--- config.mk ---
export PLATFORM = sky130hd
export DESIGN_NAME = intc_prog_port
export DESIGN_NICKNAME = d
export VERILOG_FILES = /design/src/rtl/intc_cmd_pkg.sv /design/src/rtl/intc_init_seq.sv /design/src/rtl/intc_ocw_decode.sv /design/src/rtl/intc_readback.sv /design/src/rtl/intc_trig_reg.sv /design/src/rtl/intc_prog_port.sv
export SDC_FILE = /design/constraint.sdc
export NUM_CORES = 1
export LEC_CHECK = 0
export BUFFER_PORTS_ARGS = -buffer_cell sky130_fd_sc_hd__buf_2
export CAP_MARGIN = 20
export CORE_ASPECT_RATIO = 0.75
export CORE_MARGIN = 3
export CORE_UTILIZATION = 40
export CTS_CLUSTER_SIZE = 24
export DETAILED_ROUTE_END_ITERATION = 7
export PLACE_DENSITY = 0.75
export RECOVER_POWER = 50
export SLEW_MARGIN = 10
export SYNTH_ARGS = -nofsm -noshare
export SYNTH_HDL_FRONTEND = slang
export SYNTH_SLANG_ARGS = --single-unit
--- constraint.sdc ---
create_clock -name clk -period 1.4 [get_ports clk]
set_input_delay 0.21 -clock clk [delete_from_list [all_inputs] [get_ports clk]]
set_output_delay 0.21 -clock clk [all_outputs]
set_load 0.02 [all_outputs]
--- src/rtl/intc_cmd_pkg.sv ---
package intc_cmd_pkg;
  localparam int BYTE_W = 8;
  localparam int IRQ_W  = 3;
  localparam int BASE_W = 5;
  localparam int NUM_OP = 5;

  typedef enum logic [1:0] {
    SEQ_IDLE = 2'd0,
    SEQ_BASE = 2'd1,
    SEQ_CASC = 2'd2,
    SEQ_MODE = 2'd3
  } seq_state_e;

  typedef enum logic [1:0] {
    P0_INIT   = 2'd0,
    P0_RDPOLL = 2'd1,
    P0_OPCMD  = 2'd2
  } p0_kind_e;

  // strobe slots in the operation strobe vector
  localparam int OPS_NS     = 0;
  localparam int OPS_NS_ROT = 1;
  localparam int OPS_SP     = 2;
  localparam int OPS_PRIO   = 3;
  localparam int OPS_SP_ROT = 4;

  function automatic p0_kind_e p0_kind(input logic [BYTE_W-1:0] d);
    if (d[4])      return P0_INIT;
    else if (d[3]) return P0_RDPOLL;
    else           return P0_OPCMD;
  endfunction

  function automatic seq_state_e seq_after_base(input logic single, input logic need4);
    if (!single)   return SEQ_CASC;
    else if (need4) return SEQ_MODE;
    else           return SEQ_IDLE;
  endfunction

  function automatic seq_state_e seq_after_casc(input logic need4);
    return need4 ? SEQ_MODE : SEQ_IDLE;
  endfunction

  // one-hot strobe pattern for an operation code, zero when no strobe
  function automatic logic [NUM_OP-1:0] op_strobes(input logic [2:0] code);
    logic [NUM_OP-1:0] s;
    s = '0;
    case (code)
      3'd1: s[OPS_NS]     = 1'b1;
      3'd5: s[OPS_NS_ROT] = 1'b1;
      3'd3: s[OPS_SP]     = 1'b1;
      3'd6: s[OPS_PRIO]   = 1'b1;
      3'd7: s[OPS_SP_ROT] = 1'b1;
      default: s = '0;
    endcase
    return s;
  endfunction

  function automatic logic [BYTE_W-1:0] poll_word(input logic hit, input logic [IRQ_W-1:0] irq);
    logic [BYTE_W-1:0] w;
    w = '0;
    if (hit) begin
      w[BYTE_W-1]  = 1'b1;
      w[IRQ_W-1:0] = irq;
    end
    return w;
  endfunction
endpackage

--- src/rtl/intc_init_seq.sv ---
module intc_init_seq
  import intc_cmd_pkg::*;
(
  input  logic              clk,
  input  logic              rst_n,
  input  logic              init_wr,
  input  logic              port1_wr,
  input  logic [BYTE_W-1:0] wdata,
  output seq_state_e        state,
  output logic              single,
  output logic              need4,
  output logic [BASE_W-1:0] vec_base,
  output logic              nested,
  output logic              aeoi,
  output logic              init_pulse,
  output logic              mask_pulse,
  output logic [BYTE_W-1:0] mask_val
);
  seq_state_e        state_q;
  logic              single_q, need4_q, nested_q, aeoi_q;
  logic [BASE_W-1:0] base_q;
  logic              init_q, mask_q;
  logic [BYTE_W-1:0] mask_val_q;

  // named internal events
  logic base_word, casc_word, mode_word, mask_word;
  assign base_word = port1_wr && (state_q == SEQ_BASE);
  assign casc_word = port1_wr && (state_q == SEQ_CASC);
  assign mode_word = port1_wr && (state_q == SEQ_MODE);
  assign mask_word = port1_wr && (state_q == SEQ_IDLE);

  always_ff @(posedge clk or negedge rst_n) begin
    if (!rst_n) begin
      state_q  <= SEQ_IDLE;
      single_q <= 1'b0;
      need4_q  <= 1'b0;
      nested_q <= 1'b0;
      aeoi_q   <= 1'b0;
      base_q   <= '0;
    end else if (init_wr) begin
      state_q  <= SEQ_BASE;
      need4_q  <= wdata[0];
      single_q <= wdata[1];
      nested_q <= 1'b0;
      aeoi_q   <= 1'b0;
      base_q   <= '0;
    end else if (base_word) begin
      base_q  <= wdata[BYTE_W-1:BYTE_W-BASE_W];
      state_q <= seq_after_base(single_q, need4_q);
    end else if (casc_word) begin
      state_q <= seq_after_casc(need4_q);
    end else if (mode_word) begin
      nested_q <= wdata[4];
      aeoi_q   <= wdata[1];
      state_q  <= SEQ_IDLE;
    end
  end

  always_ff @(posedge clk or negedge rst_n) begin
    if (!rst_n) begin
      init_q     <= 1'b0;
      mask_q     <= 1'b0;
      mask_val_q <= '0;
    end else begin
      init_q <= init_wr;
      mask_q <= mask_word;
      if (mask_word) mask_val_q <= wdata;
    end
  end

  assign state      = state_q;
  assign single     = single_q;
  assign need4      = need4_q;
  assign vec_base   = base_q;
  assign nested     = nested_q;
  assign aeoi       = aeoi_q;
  assign init_pulse = init_q;
  assign mask_pulse = mask_q;
  assign mask_val   = mask_val_q;

  // an initialization word always lands in the base-wait state
  a_r2_init_enters_base: assert property (@(posedge clk) disable iff (!rst_n)
    init_wr |=> (state_q == SEQ_BASE) && init_q);

  // the mode word always ends the sequence
  a_r4_mode_word_ends: assert property (@(posedge clk) disable iff (!rst_n)
    (mode_word && !init_wr) |=> (state_q == SEQ_IDLE));

  // vector base moves only on the base word or an init word
  a_r3_base_only_in_seq: assert property (@(posedge clk) disable iff (!rst_n)
    !$stable(base_q) |-> ($past(state_q) == SEQ_BASE) || $past(init_wr));

  // the mask strobe only follows a write in the idle state
  a_r5_mask_from_idle: assert property (@(posedge clk) disable iff (!rst_n)
    mask_q |-> $past(port1_wr) && ($past(state_q) == SEQ_IDLE));
endmodule

--- src/rtl/intc_ocw_decode.sv ---
module intc_ocw_decode
  import intc_cmd_pkg::*;
(
  input  logic              clk,
  input  logic              rst_n,
  input  logic              init_wr,
  input  logic              rdpoll_wr,
  input  logic              opcmd_wr,
  input  logic              poll_take,
  input  logic [BYTE_W-1:0] wdata,
  output logic              poll_armed,
  output logic              rd_isr_sel,
  output logic              smm,
  output logic              rot_aeoi,
  output logic [NUM_OP-1:0] op_stb,
  output logic [IRQ_W-1:0]  op_arg
);
  logic              poll_q, rsel_q, smm_q, rot_q;
  logic [NUM_OP-1:0] stb_q;
  logic [IRQ_W-1:0]  arg_q;

  logic [2:0] opcode;
  logic       rot_cfg_cmd;
  assign opcode      = wdata[7:5];
  assign rot_cfg_cmd = opcmd_wr && (opcode[1:0] == 2'b00);

  always_ff @(posedge clk or negedge rst_n) begin
    if (!rst_n) begin
      poll_q <= 1'b0;
      rsel_q <= 1'b0;
      smm_q  <= 1'b0;
      rot_q  <= 1'b0;
    end else if (init_wr) begin
      poll_q <= 1'b0;
      rsel_q <= 1'b0;
      smm_q  <= 1'b0;
      rot_q  <= 1'b0;
    end else begin
      if (rdpoll_wr) begin
        if (wdata[2]) poll_q <= 1'b1;
        if (wdata[1]) rsel_q <= wdata[0];
        if (wdata[6]) smm_q  <= wdata[5];
      end else if (poll_take) begin
        poll_q <= 1'b0;
      end
      if (rot_cfg_cmd) rot_q <= opcode[2];
    end
  end

  always_ff @(posedge clk or negedge rst_n) begin
    if (!rst_n) begin
      stb_q <= '0;
      arg_q <= '0;
    end else begin
      stb_q <= opcmd_wr ? op_strobes(opcode) : '0;
      if (opcmd_wr) arg_q <= wdata[IRQ_W-1:0];
    end
  end

  assign poll_armed = poll_q;
  assign rd_isr_sel = rsel_q;
  assign smm        = smm_q;
  assign rot_aeoi   = rot_q;
  assign op_stb     = stb_q;
  assign op_arg     = arg_q;

  // never more than one command strobe at once
  a_r8_single_strobe: assert property (@(posedge clk) disable iff (!rst_n)
    $onehot0(stb_q));

  // a poll read disarms poll
  a_r9_poll_disarms: assert property (@(posedge clk) disable iff (!rst_n)
    (poll_take && !rdpoll_wr && !init_wr) |=> !poll_q);

  // code 2 touches no flag and raises no strobe
  a_r7_nop_quiet: assert property (@(posedge clk) disable iff (!rst_n)
    (opcmd_wr && opcode == 3'd2) |=> $stable(rot_q) && (stb_q == '0));
endmodule

--- src/rtl/intc_readback.sv ---
module intc_readback
  import intc_cmd_pkg::*;
(
  input  logic              clk,
  input  logic              rst_n,
  input  logic              rd_en,
  input  logic              addr,
  input  logic              poll_armed,
  input  logic              rd_isr_sel,
  input  logic [BYTE_W-1:0] irr,
  input  logic [BYTE_W-1:0] isr,
  input  logic [BYTE_W-1:0] imr,
  input  logic              poll_hit,
  input  logic [IRQ_W-1:0]  poll_irq,
  output logic [BYTE_W-1:0] rdata,
  output logic              poll_take,
  output logic              ack_stb,
  output logic [IRQ_W-1:0]  ack_irq
);
  logic             ack_q;
  logic [IRQ_W-1:0] ack_irq_q;
  logic             ack_event;

  assign poll_take = rd_en && poll_armed;
  assign ack_event = poll_take && poll_hit;

  always_comb begin
    if (poll_armed)      rdata = poll_word(poll_hit, poll_irq);
    else if (addr)       rdata = imr;
    else if (rd_isr_sel) rdata = isr;
    else                 rdata = irr;
  end

  always_ff @(posedge clk or negedge rst_n) begin
    if (!rst_n) begin
      ack_q     <= 1'b0;
      ack_irq_q <= '0;
    end else begin
      ack_q <= ack_event;
      if (ack_event) ack_irq_q <= poll_irq;
    end
  end

  assign ack_stb = ack_q;
  assign ack_irq = ack_irq_q;

  // an acknowledge only follows a poll read that found a hit
  a_r9_ack_needs_hit: assert property (@(posedge clk) disable iff (!rst_n)
    ack_q |-> $past(poll_take) && $past(poll_hit));
endmodule

--- src/rtl/intc_trig_reg.sv ---
module intc_trig_reg
  import intc_cmd_pkg::*;
#(
  parameter logic [BYTE_W-1:0] EN_MASK = 8'hF8
)(
  input  logic              clk,
  input  logic              rst_n,
  input  logic              wr,
  input  logic [BYTE_W-1:0] wdata,
  output logic [BYTE_W-1:0] mode
);
  logic [BYTE_W-1:0] mode_q;

  always_ff @(posedge clk or negedge rst_n) begin
    if (!rst_n)  mode_q <= '0;
    else if (wr) mode_q <= wdata & EN_MASK;
  end

  assign mode = mode_q;

  // the register holds when not written
  a_r11_trig_holds: assert property (@(posedge clk) disable iff (!rst_n)
    !wr |=> $stable(mode_q));
endmodule

--- src/rtl/intc_prog_port.sv ---
module intc_prog_port
  import intc_cmd_pkg::*;
#(
  parameter logic [7:0] TRIG_EN_MASK = 8'hF8
)(
  input  logic       clk,
  input  logic       rst_n,
  input  logic       wr_en,
  input  logic       rd_en,
  input  logic       addr,
  input  logic [7:0] wdata,
  output logic [7:0] rdata,
  input  logic       trig_wr_en,
  input  logic [7:0] trig_wdata,
  output logic [7:0] trig_mode,
  input  logic [7:0] core_irr,
  input  logic [7:0] core_isr,
  input  logic [7:0] core_imr,
  input  logic       poll_hit,
  input  logic [2:0] poll_irq,
  output logic       core_init_stb,
  output logic       mask_stb,
  output logic [7:0] mask_val,
  output logic       eoi_ns_stb,
  output logic       eoi_ns_rot_stb,
  output logic       eoi_sp_stb,
  output logic       eoi_sp_rot_stb,
  output logic       set_prio_stb,
  output logic [2:0] op_arg,
  output logic       ack_stb,
  output logic [2:0] ack_irq,
  output logic [1:0] seq_state,
  output logic       single_mode,
  output logic       need_mode_word,
  output logic [4:0] vec_base,
  output logic       nested_mode,
  output logic       auto_eoi,
  output logic       rot_on_aeoi,
  output logic       special_mask,
  output logic       read_isr_sel,
  output logic       poll_armed
);
  logic       port0_wr, port1_wr;
  logic       init_wr, rdpoll_wr, opcmd_wr;
  logic       poll_take, poll_q, rsel;
  p0_kind_e   kind;
  seq_state_e st;
  logic [NUM_OP-1:0] op_stb;

  assign port0_wr  = wr_en && !addr;
  assign port1_wr  = wr_en && addr;
  assign kind      = p0_kind(wdata);
  assign init_wr   = port0_wr && (kind == P0_INIT);
  assign rdpoll_wr = port0_wr && (kind == P0_RDPOLL);
  assign opcmd_wr  = port0_wr && (kind == P0_OPCMD);

  intc_init_seq u_seq (
    .clk        (clk),
    .rst_n      (rst_n),
    .init_wr    (init_wr),
    .port1_wr   (port1_wr),
    .wdata      (wdata),
    .state      (st),
    .single     (single_mode),
    .need4      (need_mode_word),
    .vec_base   (vec_base),
    .nested     (nested_mode),
    .aeoi       (auto_eoi),
    .init_pulse (core_init_stb),
    .mask_pulse (mask_stb),
    .mask_val   (mask_val)
  );

  intc_ocw_decode u_ocw (
    .clk        (clk),
    .rst_n      (rst_n),
    .init_wr    (init_wr),
    .rdpoll_wr  (rdpoll_wr),
    .opcmd_wr   (opcmd_wr),
    .poll_take  (poll_take),
    .wdata      (wdata),
    .poll_armed (poll_q),
    .rd_isr_sel (rsel),
    .smm        (special_mask),
    .rot_aeoi   (rot_on_aeoi),
    .op_stb     (op_stb),
    .op_arg     (op_arg)
  );

  intc_readback u_rb (
    .clk        (clk),
    .rst_n      (rst_n),
    .rd_en      (rd_en),
    .addr       (addr),
    .poll_armed (poll_q),
    .rd_isr_sel (rsel),
    .irr        (core_irr),
    .isr        (core_isr),
    .imr        (core_imr),
    .poll_hit   (poll_hit),
    .poll_irq   (poll_irq),
    .rdata      (rdata),
    .poll_take  (poll_take),
    .ack_stb    (ack_stb),
    .ack_irq    (ack_irq)
  );

  intc_trig_reg #(.EN_MASK(TRIG_EN_MASK)) u_trig (
    .clk   (clk),
    .rst_n (rst_n),
    .wr    (trig_wr_en),
    .wdata (trig_wdata),
    .mode  (trig_mode)
  );

  assign seq_state      = st;
  assign poll_armed     = poll_q;
  assign read_isr_sel   = rsel;
  assign eoi_ns_stb     = op_stb[OPS_NS];
  assign eoi_ns_rot_stb = op_stb[OPS_NS_ROT];
  assign eoi_sp_stb     = op_stb[OPS_SP];
  assign set_prio_stb   = op_stb[OPS_PRIO];
  assign eoi_sp_rot_stb = op_stb[OPS_SP_ROT];

  // nothing is strobed in the first cycle after reset
  a_r1_quiet_after_reset: assert property (@(posedge clk) disable iff (!rst_n)
    $rose(rst_n) |-> !core_init_stb && !mask_stb && !ack_stb);
endmodule

==> results.sh, run 1 <==
export IMPL_fin_crit_ps=1710
export IMPL_synth_seq_area_share_pct=53.3
export IMPL_wl_um=4890
export IMPL_startpoint_type="flop"
export IMPL_clock_skew_ps=5.23
export IMPL_synth_cells=163
export IMPL_timing_slew_headroom_pct=39.1
export IMPL_p_leak_uw=0.00141
export IMPL_swShare_pct=34.5
export IMPL_cts_buffer_depth=2
export IMPL_clk_pin_slew_ps=70
export IMPL_dr_pass1_iters=4
export IMPL_async_flop_share_pct=100
export IMPL_fin_ws_ps=-306
export IMPL_antenna_diode_count=0
export IMPL_vdd_drop_max_mv=0.736
export IMPL_grt_max_degree=28
export IMPL_design_core_area_um2=4600
export IMPL_initial_utilization_pct=42.9
export IMPL_synth_commonest_cells="dfrtp_1, mux2_2, nand2_1"
export IMPL_p_total_uw=3700
export IMPL_fp_dieW_um=87.1
export IMPL_setup_tns_ps=-3040
export IMPL_grt_antenna_before_repair=0
export IMPL_synth_cell_types=33
export IMPL_setup_viol=16
export IMPL_internal_power_uw=2420
export IMPL_synth_ff_latch_count=42
export IMPL_gr_total_overflow=0
export IMPL_root_buffer="clkbuf_8"
export IMPL_cts_buffers=5
export IMPL_die_h_um=66.8
export IMPL_use_met1_pct=24.1
export IMPL_dp_slack_ps=-51.6
export IMPL_worst_slew_pin_transition_ps=914
export IMPL_switchingPower_uw=1270
export IMPL_slew_viol_final=0
export IMPL_violations="setup timing"
export IMPL_finalHoldViolations=0
export IMPL_dpl_hpwl_um=3700
export IMPL_r2r_slack_ps=-150
export IMPL_drtAntennaViolNets=0
export IMPL_io_buffer_count=96
export IMPL_syn_to_final_growth_pct=38.0
export IMPL_syn_area_per_cell_um2=12.1
export IMPL_ys_top_cells_by_area="dfrtp_1, mux2_2, mux2i_1"
export IMPL_max_freq_ghz=0.586
export IMPL_pwr_share_comb_pct=36.4
export IMPL_yosysWarnings=0
export IMPL_grtUsageTotal_pct=18.2
export IMPL_grt_pass1_wl_um=8260
export IMPL_grt_pass1_vias=1719
export IMPL_cts_tree="done"
export IMPL_status="finished with violations"
export IMPL_yosysTopAreaCell="dfrtp_1"
export IMPL_synth_most_common_cell="dfrtp_1"
export IMPL_wl_per_cell_um=14.7
export IMPL_vias=1677
export IMPL_crit_arrival_ps=1500
export IMPL_synth_top_area_share_pct=53.3
export IMPL_utilization_pct=59.2
export IMPL_clkLatencyLatePin_ps=280
export IMPL_clkSinkCount=42
export IMPL_drc=0
export IMPL_max_cap_viol_count=0
export IMPL_cp_max_fo=5
export IMPL_htreeDepth=2
export IMPL_fin_nets=324
export IMPL_power_density_nw_per_um2=1360
export IMPL_grt_use_met2_pct=30.6
export IMPL_synth_ff_type="dfrtp_1"
export IMPL_synth_area_um2=1970
export IMPL_num_io_pins=103
export IMPL_num_rows=21
export IMPL_drive_above_1_share_pct=57.1
export IMPL_hold_class="in2reg"
export IMPL_die_area_um2=5820
export IMPL_drt_iter0_markers=75
export IMPL_rsz0062_at_grt="true"
export IMPL_via_per_inst=5.05
export IMPL_worst_endpoint_required_ps=1190
export IMPL_use_met3_pct=5.07
export IMPL_top_usage_layer="met2"
export IMPL_endpoint_kind="output pin"
export IMPL_worst_setup_path_type="reg2out"
export IMPL_clockPowerShare_pct=19.6
export IMPL_synth_edf_count=0
export IMPL_gp_congestion=0.817
export IMPL_power_share_sequential_pct=44.0
export IMPL_timing_final_crit_share_pct=122
## per-stage QoR
stage / instances / area (um^2) / hold slack [ps]
2_1_floorplan: 165 / 2000 / -85.6
3_3_place_gp: 321 / 2610 / 142
3_5_place_dp: 321 / 2610 / 152
4_1_cts: 332 / 2730 / 146
5_1_grt: 332 / 2720 / 155
6_report: 332 / 2720 / 161
## power by group through the flow
stage / logic [uW] / clock network [uW] / registers (uW)
4_1_cts: 1360 / 768 / 1640
6_report: 1350 / 725 / 1630
3_5_place_dp: 1320 / 0 / 1660
5_1_grt: 1460 / 817 / 1670
3_3_place_gp: 1290 / 0 / 1650
2_1_floorplan: 516 / 0 / 1950
## registers in the layout (all words and copies together) (netlist names), 2 cells and up
signal          flops
u_seq.mask_val      8
u_ocw.op_stb        5
u_seq.state         2
u_rb.ack_irq        3
u_ocw.op_arg        3
u_trig.mode         5
u_seq.vec_base      5
## kinds of logic (layout without fill, tap and decap cells)
family,Yosys count,in the layout,synth area share (%)
AO/OA/AOI/OAI,25,25,8.88
AND/OR/NAND/NOR,40,40,12.0
other,1,3,0.190
multiplexers,38,38,21.1
buffers and inverters,17,127,4.50
flip-flops,42,42,53.3
## per-layer routing
| layer | up-vias | share of wire, % |
|---|---|---|
| li1 | 799 | - |
| met1 | 824 | 43 |
| met2 | 54 | 50 |
| met3 | 0 | 7.4 |
| met4 | 0 | 0 |
| met5 | - | 0 |
## cell type report
| class | instances | area, um^2 |
|---|---|---|
| multi-input cells | 106 | 843 |
| flip-flops and latches | 42 | 1050 |
| clock buffers | 8 | 80.1 |
| well taps | 57 | 71.3 |
| fillers | 412 | 1870 |
| inverters | 4 | 15.0 |
| repair buffers | 115 | 661 |
## placed cells by master, fill, tap and decap left out, drive strengths merged, types with 2 or more instances in the layout
master	synthesis	final
nor3b	3	3
nand3	4	4
a31o	3	3
clkbuf	3	11
a21oi	3	3
dfrtp	42	42
nor3	3	3
nor2	8	8
conb	1	3
mux2i	9	9
buf	10	111
nand2b	2	2
mux2	29	29
o21ai	7	7
a22o	3	3
inv	4	4
a211oi	3	3
nand2	13	13
## path summary, 6_finish.rpt
kind,start,to,depth (start not counted)
max in group asynchronous,rst_n,u_ocw.rd_isr_sel,3
max reg2reg,u_seq.state[1],u_seq.mask_val[4],3
min in group asynchronous,rst_n,u_seq.vec_base[1],2
min,trig_wdata[6],u_trig.mode[6],2
max,u_ocw.rd_isr_sel,rdata[0],5
min reg2reg,u_ocw.op_arg[0],u_ocw.op_arg[0],1
## what timing repair did
| action | in CTS | in global routing |
|---|---|---|
| hold buffers | 1 | 0 |
| pin swaps | 0 | 1 |
| endpoints found under the setup margin | 8 | 8 |
| buffers inserted | 2 | 0 |
| hold endpoints to repair | 15 | 0 |
| resized for setup | 9 | 4 |
## worst max-delay path: stages (launching register included)
cell and delay [ps]:
dfrtp_2 370, buf_6 130, mux2_2 340, mux2i_2 170
o21ai_2 80, buf_6 130
No activity file was read; power rests on OpenSTA's default activity.
==> run 2: changes to the inputs <==
--- a/config.mk
+++ b/config.mk
@@ -5,14 +5,16 @@
 export SDC_FILE = /design/constraint.sdc
 export NUM_CORES = 1
 export LEC_CHECK = 0
+export ABC_AREA = 1
 export BUFFER_PORTS_ARGS = -buffer_cell sky130_fd_sc_hd__buf_2
 export CAP_MARGIN = 20
 export CORE_ASPECT_RATIO = 0.75
 export CORE_MARGIN = 3
-export CORE_UTILIZATION = 40
+export CORE_UTILIZATION = 41
 export CTS_CLUSTER_SIZE = 24
 export DETAILED_ROUTE_END_ITERATION = 7
-export PLACE_DENSITY = 0.75
+export GPL_TIMING_DRIVEN = 0
+export PLACE_DENSITY = 0.74
 export RECOVER_POWER = 50
 export SLEW_MARGIN = 10
 export SYNTH_ARGS = -nofsm -noshare
==> run 2 against run 1 <==
Compared with the run above:
- the flow still finishes with violations (setup timing)
- clock skew up 0.77 ps
- cell count grew 19%
- routed wire length rose by 3.4%
- die area is 0.42% lower
- synthesized area up 2.0%
- sequential share of layout area down 0.25 points
- via count rose by 11%
- global-route usage up 0.092 points
- worst setup slack better by 150 ps
- register-to-register slack improved by 180 ps
- critical endpoint is now rdata[7]
- largest cell class unchanged
- highest routed layer is now met4
==> results.sh, run 2 <==
export IMPL_wl_um=5060
export IMPL_fill_cells=420
export IMPL_fin_nets=387
export IMPL_multiInputGateArea_um2=771
export IMPL_max_freq_ghz=0.644
export IMPL_syn_to_final_growth_pct=35.9
export IMPL_reg2reg_to="u_seq.mask_val[4]"
export IMPL_p_leak_uw=0.00155
export IMPL_crit_path_top_delay_cell="dfrtp_1"
export IMPL_synth_cells=229
export IMPL_num_rows=21
export IMPL_gp_congestion=0.841
export IMPL_cts_buffers=5
export IMPL_dr_wl_met2_um=2210
export IMPL_via_per_inst=4.72
export IMPL_synth_commonest_cells="nand2_1, dfrtp_1, inv_1"
export IMPL_synth_cell_types=26
export IMPL_num_io_pins=103
export IMPL_ys_top_cells_by_area="dfrtp_1, nand2_1, nand3_1"
export IMPL_antenna_diode_count=0
export IMPL_path_cells="buf_6, inv_8, nand2_2, nand3_2, o21ai_2, o21ai_2, buf_6"
export IMPL_crit_arrival_ps=1340
export IMPL_setup_tns_ps=-973
export IMPL_power_density_nw_per_um2=1490
export IMPL_largest_register_ffs=8
export IMPL_max_cap_viol_count=0
export IMPL_vdd_drop_max_mv=0.825
export IMPL_synth_ff_latch_count=42
export IMPL_power_share_sequential_pct=41.3
export IMPL_design_core_area_um2=4600
export IMPL_dp_slack_ps=-59.6
export IMPL_layout_common_cells="buf_2, nand2_1, dfrtp_1"
export IMPL_grt_antenna_before_repair=0
export IMPL_worst_slew_pin_transition_ps=1020
export IMPL_wl_per_cell_um=12.8
export IMPL_clockPowerShare_pct=23.6
export IMPL_cts_tree="done"
export IMPL_synth_most_common_cell="nand2_1"
export IMPL_status="finished with violations"
export IMPL_setup_viol=8
export IMPL_whs_ps=80.3
export IMPL_die_area_um2=5800
export IMPL_drtAntennaViolNets=0
export IMPL_dr_pass1_iters=4
export IMPL_wl_met1_um=2400
export IMPL_fin_crit_ps=1550
export IMPL_gr_total_overflow=0
export IMPL_violations="setup timing"
export IMPL_grt_max_degree=43
export IMPL_async_flop_share_pct=100
export IMPL_fin_ws_ps=-152
export IMPL_rsz0062_at_grt="true"
export IMPL_syn_area_per_cell_um2=8.79
export IMPL_slew_viol_final=0
export IMPL_synth_ff_type="dfrtp_1"
export IMPL_grt_pass1_vias=1712
export IMPL_synth_seq_area_share_pct=52.2
export IMPL_fp_dieW_um=86.9
export IMPL_swShare_pct=37.3
export IMPL_startpoint_type="flop"
export IMPL_grtUsageTotal_pct=18.3
export IMPL_route_met3_wl_um=389
export IMPL_drc=0
export IMPL_vias=1864
export IMPL_dr_max_layer_used="met4"
export IMPL_drive_above_1_share_pct=41.1
export IMPL_io_buffer_count=96
export IMPL_layout_commonest_cell="buf_2"
export IMPL_grt_pass1_wl_um=8130
export IMPL_timing_slew_headroom_pct=31.9
export IMPL_clkLatencyLatePin_ps=300
export IMPL_clk_pin_slew_ps=80
export IMPL_r2r_start="u_seq.state[1]"
export IMPL_endpoint_kind="output pin"
export IMPL_dpl_hpwl_um=3810
export IMPL_initial_utilization_pct=43.8
export IMPL_pwr_share_comb_pct=35.2
export IMPL_yosysWarnings=0
export IMPL_htreeDepth=2
export IMPL_cts_buffer_depth=2
export IMPL_cpPeakStageDelay_ps=410
export IMPL_holdBufCountCts=0
export IMPL_r2r_slack_ps=30
export IMPL_worst_setup_path_type="reg2out"
export IMPL_reg2reg_depth=5
export IMPL_clock_skew_ps=6.00
export IMPL_die_h_um=66.7
export IMPL_timing_final_crit_share_pct=111
export IMPL_internal_power_uw=2560
export IMPL_cp_max_fo=8
export IMPL_switchingPower_uw=1530
export IMPL_utilization_pct=59.5
export IMPL_synth_top_area_share_pct=52.2
export IMPL_clkSinkCount=42
export IMPL_finalHoldViolations=0
export IMPL_drt_iter0_markers=92
export IMPL_synth_edf_count=0
export IMPL_yosysTopAreaCell="dfrtp_1"
export IMPL_root_buffer="clkbuf_8"
export IMPL_synth_area_um2=2010
export IMPL_worst_endpoint_required_ps=1190
export IMPL_hold_class="in2async"
export IMPL_seq_area_um2=1050
## run 2: worst max-delay path: cells and delay by family, from the launching register on
kind / cells / cell delay (ps)
DFF: 1 / 410
buffers and inverters: 3 / 340
and+or+nand+nor: 2 / 110
AOI/OAI and AO/OA: 2 / 180
## run 2: final cells by class
cell class	instances	share of cell area [%]
Sequential cell	42	38.4
Multi-Input combinational cell	150	28.2
Timing Repair Buffer	99	19.7
Inverter	29	4.30
Buffer	10	2.65
Tap cell	57	2.61
Clock buffer	5	2.52
Clock inverter	3	1.60
## run 2: worst max path at each step
stage                startpoint       end  cells past startpoint
6_report       u_ocw.rd_isr_sel  rdata[7]                      7
5_1_grt        u_ocw.rd_isr_sel  rdata[6]                      7
4_1_cts        u_ocw.rd_isr_sel  rdata[7]                      7
2_1_floorplan  u_ocw.rd_isr_sel  rdata[7]                      6
3_3_place_gp   u_ocw.rd_isr_sel  rdata[7]                      7
3_5_place_dp   u_ocw.rd_isr_sel  rdata[7]                      7
## run 2: metrics by stage
stage	instance area (um^2)	cells	total power, uW
5_1_grt	2740	395	4370
2_1_floorplan	2020	231	2600
3_3_place_gp	2580	384	3110
4_1_cts	2770	395	4160
6_report	2740	395	4090
3_5_place_dp	2580	384	3140
## run 2: metal layers
layer  global-route usage [%]  vias to the layer above
li1                         -                      957
met1                     26.1                      836
met5                        0                        -
met2                     27.4                       65
met4                     5.25                        0
met3                     4.45                        6
## run 2: repair_timing
| action | 4_1_cts | 5_1_grt |
|---|---|---|
| endpoints found under the hold margin | 0 | 0 |
| gates cloned | 1 | 0 |
| pin swaps | 1 | 0 |
| gates resized for setup | 19 | 0 |
| buffers inserted | 2 | 0 |
| endpoints found under the setup margin | 8 | 8 |
## run 2: power groups by stage
stage / Sequential (uW) / Clock (uW) / Combinational (uW)
final: 1690 / 964 / 1440
after global routing: 1730 / 1060 / 1590
after CTS: 1690 / 992 / 1480
after detailed placement: 1710 / 0 / 1430
after global placement: 1700 / 0 / 1410
after floorplan: 2040 / 0 / 557
## run 2: cell families after synthesis
kind of cell           synth area share [%]
AND/OR/NAND/NOR                        22.7
multiplexers                           2.80
buffers and inverters                  9.57
AO/OA/AOI/OAI                          12.6
other                                 0.186
flip-flops                             52.2
==> run 3: changes to the inputs <==
--- a/config.mk
+++ b/config.mk
@@ -10,11 +10,12 @@
 export CAP_MARGIN = 20
 export CORE_ASPECT_RATIO = 0.75
 export CORE_MARGIN = 3
-export CORE_UTILIZATION = 41
+export CORE_UTILIZATION = 42
+export CTS_BUF_LIST = sky130_fd_sc_hd__clkbuf_4
 export CTS_CLUSTER_SIZE = 24
 export DETAILED_ROUTE_END_ITERATION = 7
 export GPL_TIMING_DRIVEN = 0
-export PLACE_DENSITY = 0.74
+export PLACE_DENSITY = 0.76
 export RECOVER_POWER = 50
 export SLEW_MARGIN = 10
 export SYNTH_ARGS = -nofsm -noshare
==> run 3 against run 2 <==
Compared with the run above:
- the flow still finishes with violations (setup timing)
- global-route usage is 1.1 points higher
- non-clock buffer count stayed put
- worst setup slack worse by 56 ps
- combinational power about the same
- clock skew rose by 2.0 ps
- flip-flop and latch count is the same
- cell area fell by 1.1%
- sequential power about the same
- clock power down 37%
- hold slack worse by 62 ps
- sequential share of layout area rose by 0.41 points
- critical path type unchanged
- largest cell class unchanged
==> results.sh, run 3 (synthesis results as in run 2) <==
export IMPL_wl_um=5240
export IMPL_p_total_uw=3740
export IMPL_num_rows=21
export IMPL_cp_max_fo=8
export IMPL_grt_pass1_vias=1948
export IMPL_clkSinkCount=42
export IMPL_slew_viol_final=0
export IMPL_max_cap_viol_count=0
export IMPL_cts_tree="done"
export IMPL_syn_to_final_growth_pct=34.4
export IMPL_cpPeakStageDelay_ps=420
export IMPL_drc=0
export IMPL_holdBufCountCts=0
export IMPL_die_h_um=66.0
export IMPL_dpl_hpwl_um=3990
export IMPL_hold_class="in2async"
export IMPL_power_density_nw_per_um2=1380
export IMPL_fin_ws_ps=-208
export IMPL_max_freq_ghz=0.622
export IMPL_status="finished with violations"
export IMPL_num_io_pins=103
export IMPL_worst_slew_pin_transition_ps=1030
export IMPL_clock_skew_ps=8.04
export IMPL_grtUsageTotal_pct=19.3
export IMPL_clkLatencyLatePin_ps=340
export IMPL_rsz0062_at_grt="true"
export IMPL_setup_tns_ps=-1480
export IMPL_timing_final_crit_share_pct=115
export IMPL_dp_slack_ps=-18.6
export IMPL_gp_congestion=0.873
export IMPL_cts_buffers=5
export IMPL_placed_cells=384
export IMPL_grt_max_degree=43
export IMPL_antenna_diode_count=0
export IMPL_worst_setup_path_type="reg2out"
export IMPL_wl_per_cell_um=13.3
export IMPL_cpLargestDelayFamily="flip-flops"
export IMPL_vias=1913
export IMPL_layout_common_cells="buf_2, nand2_1, dfrtp_1"
export IMPL_finalHoldViolations=0
export IMPL_layout_commonest_cell="buf_2"
export IMPL_worst_path_buf_inv=3
export IMPL_htreeDepth=2
export IMPL_io_buffer_count=96
export IMPL_crit_arrival_ps=1400
export IMPL_fp_dieW_um=85.9
export IMPL_fin_nets=387
export IMPL_setup_viol=8
export IMPL_gr_total_overflow=0
export IMPL_multiInputGateArea_um2=792
export IMPL_seq_area_um2=1050
export IMPL_final_cells=395
export IMPL_grt_pass1_wl_um=8650
export IMPL_initial_utilization_pct=44.3
export IMPL_design_core_area_um2=4550
export IMPL_worst_endpoint_required_ps=1190
export IMPL_timing_slew_headroom_pct=31.1
export IMPL_die_area_um2=5670
export IMPL_p_leak_uw=0.00152
export IMPL_crit_path_top_delay_cell="dfrtp_1"
export IMPL_path_cells="buf_6, inv_8, nand2_2, nand3_2, o21ai_2, o21ai_2, buf_6"
export IMPL_dr_pass1_iters=4
export IMPL_drtAntennaViolNets=0
export IMPL_root_buffer="clkbuf_4"
export IMPL_largest_register_ffs=8
export IMPL_violations="setup timing"
export IMPL_vdd_drop_max_mv=0.898
export IMPL_fill_cells=441
export IMPL_via_per_inst=4.84
export IMPL_drive_above_1_share_pct=42.9
export IMPL_clk_pin_slew_ps=130
export IMPL_endpoint_kind="output pin"
export IMPL_fin_crit_ps=1610
export IMPL_cts_buffer_depth=2
export IMPL_drt_iter0_markers=88
export IMPL_grt_antenna_before_repair=0
export IMPL_startpoint_type="flop"
run 3: changes by cell type in the layout (fill, tap and decap cells not counted), moves of 2 or more:
cell / before / now
buf_4: 5 / 9
nand2_2: 2 / 4
clkbuf_8: 5 / 0
clkbuf_4: 0 / 6
nand2_1: 59 / 57
o21ai_1: 8 / 6
a21oi_1: 4 / 2
buf_2: 91 / 87
a21oi_2: 1 / 3
o21ai_0: 11 / 13
run 3: metal layers:
metal / track usage [%] / share of wire, % / vias up
li1: - / - / 956
met1: 25.4 / 45 / 885
met4: 4.74 / 0.61 / 0
met2: 32.2 / 47 / 68
met5: 0 / 0 / -
met3: 4.73 / 7.3 / 4
run 3: cell type report:
type	instances	area share [%]
flip-flops and latches	42	38.8
multi-input cells	150	29.3
repair buffers	99	20.0
inverters	29	4.44
plain buffers	10	2.68
well taps	57	2.64
clock buffers	6	1.66
clock inverters	2	0.509
run 3: worst reg2reg max path, delay by kind of cell, from the launching register on:
family | cells | cell delay [ps]
flops | 1 | 440
compound gates | 1 | 50
buf+inv | 2 | 430
simple gates | 2 | 370
run 3: repair_timing:
action / CTS / global route
resized for setup: 26 / 4
endpoints found under the setup margin: 8 / 8
endpoints found under the hold margin: 0 / 0
cloned: 1 / 0
pin swaps: 2 / 2
buffers inserted: 2 / 0
run 3: path summary, 6_finish.rpt:
check | endpoint | cells past startpoint | slack, ps | start
min reg2reg | u_seq.mask_val[4] | 2 | 500 | u_seq.mask_val[4]
min | u_seq.mask_val[2] | 1 | 20 | rst_n
max reg2reg | u_seq.mask_val[3] | 5 | 30 | u_seq.state[1]
min in group clk | u_ocw.op_stb[0] | 2 | 60 | wdata[7]
max | rdata[7] | 7 | -210 | u_ocw.rd_isr_sel
max in group asynchronous | u_seq.single | 1 | 740 | rst_n
run 3: where the power goes:
part	internal (uW)	total, uW	switching (uW)
Sequential	1490	1680	190
Clock	217	603	386
Combinational	539	1460	920
Total	2250	3740	1500
run 3: through the flow:
stage	hold slack (ps)	util, %	cell area [um^2]
finish	18.3	59.5	2710
CTS	19.1	60.0	2730
floorplan	-85.6	-	2020
global placement	399	56.7	2580
global route	56.6	59.5	2710
detailed placement	407	56.7	2580
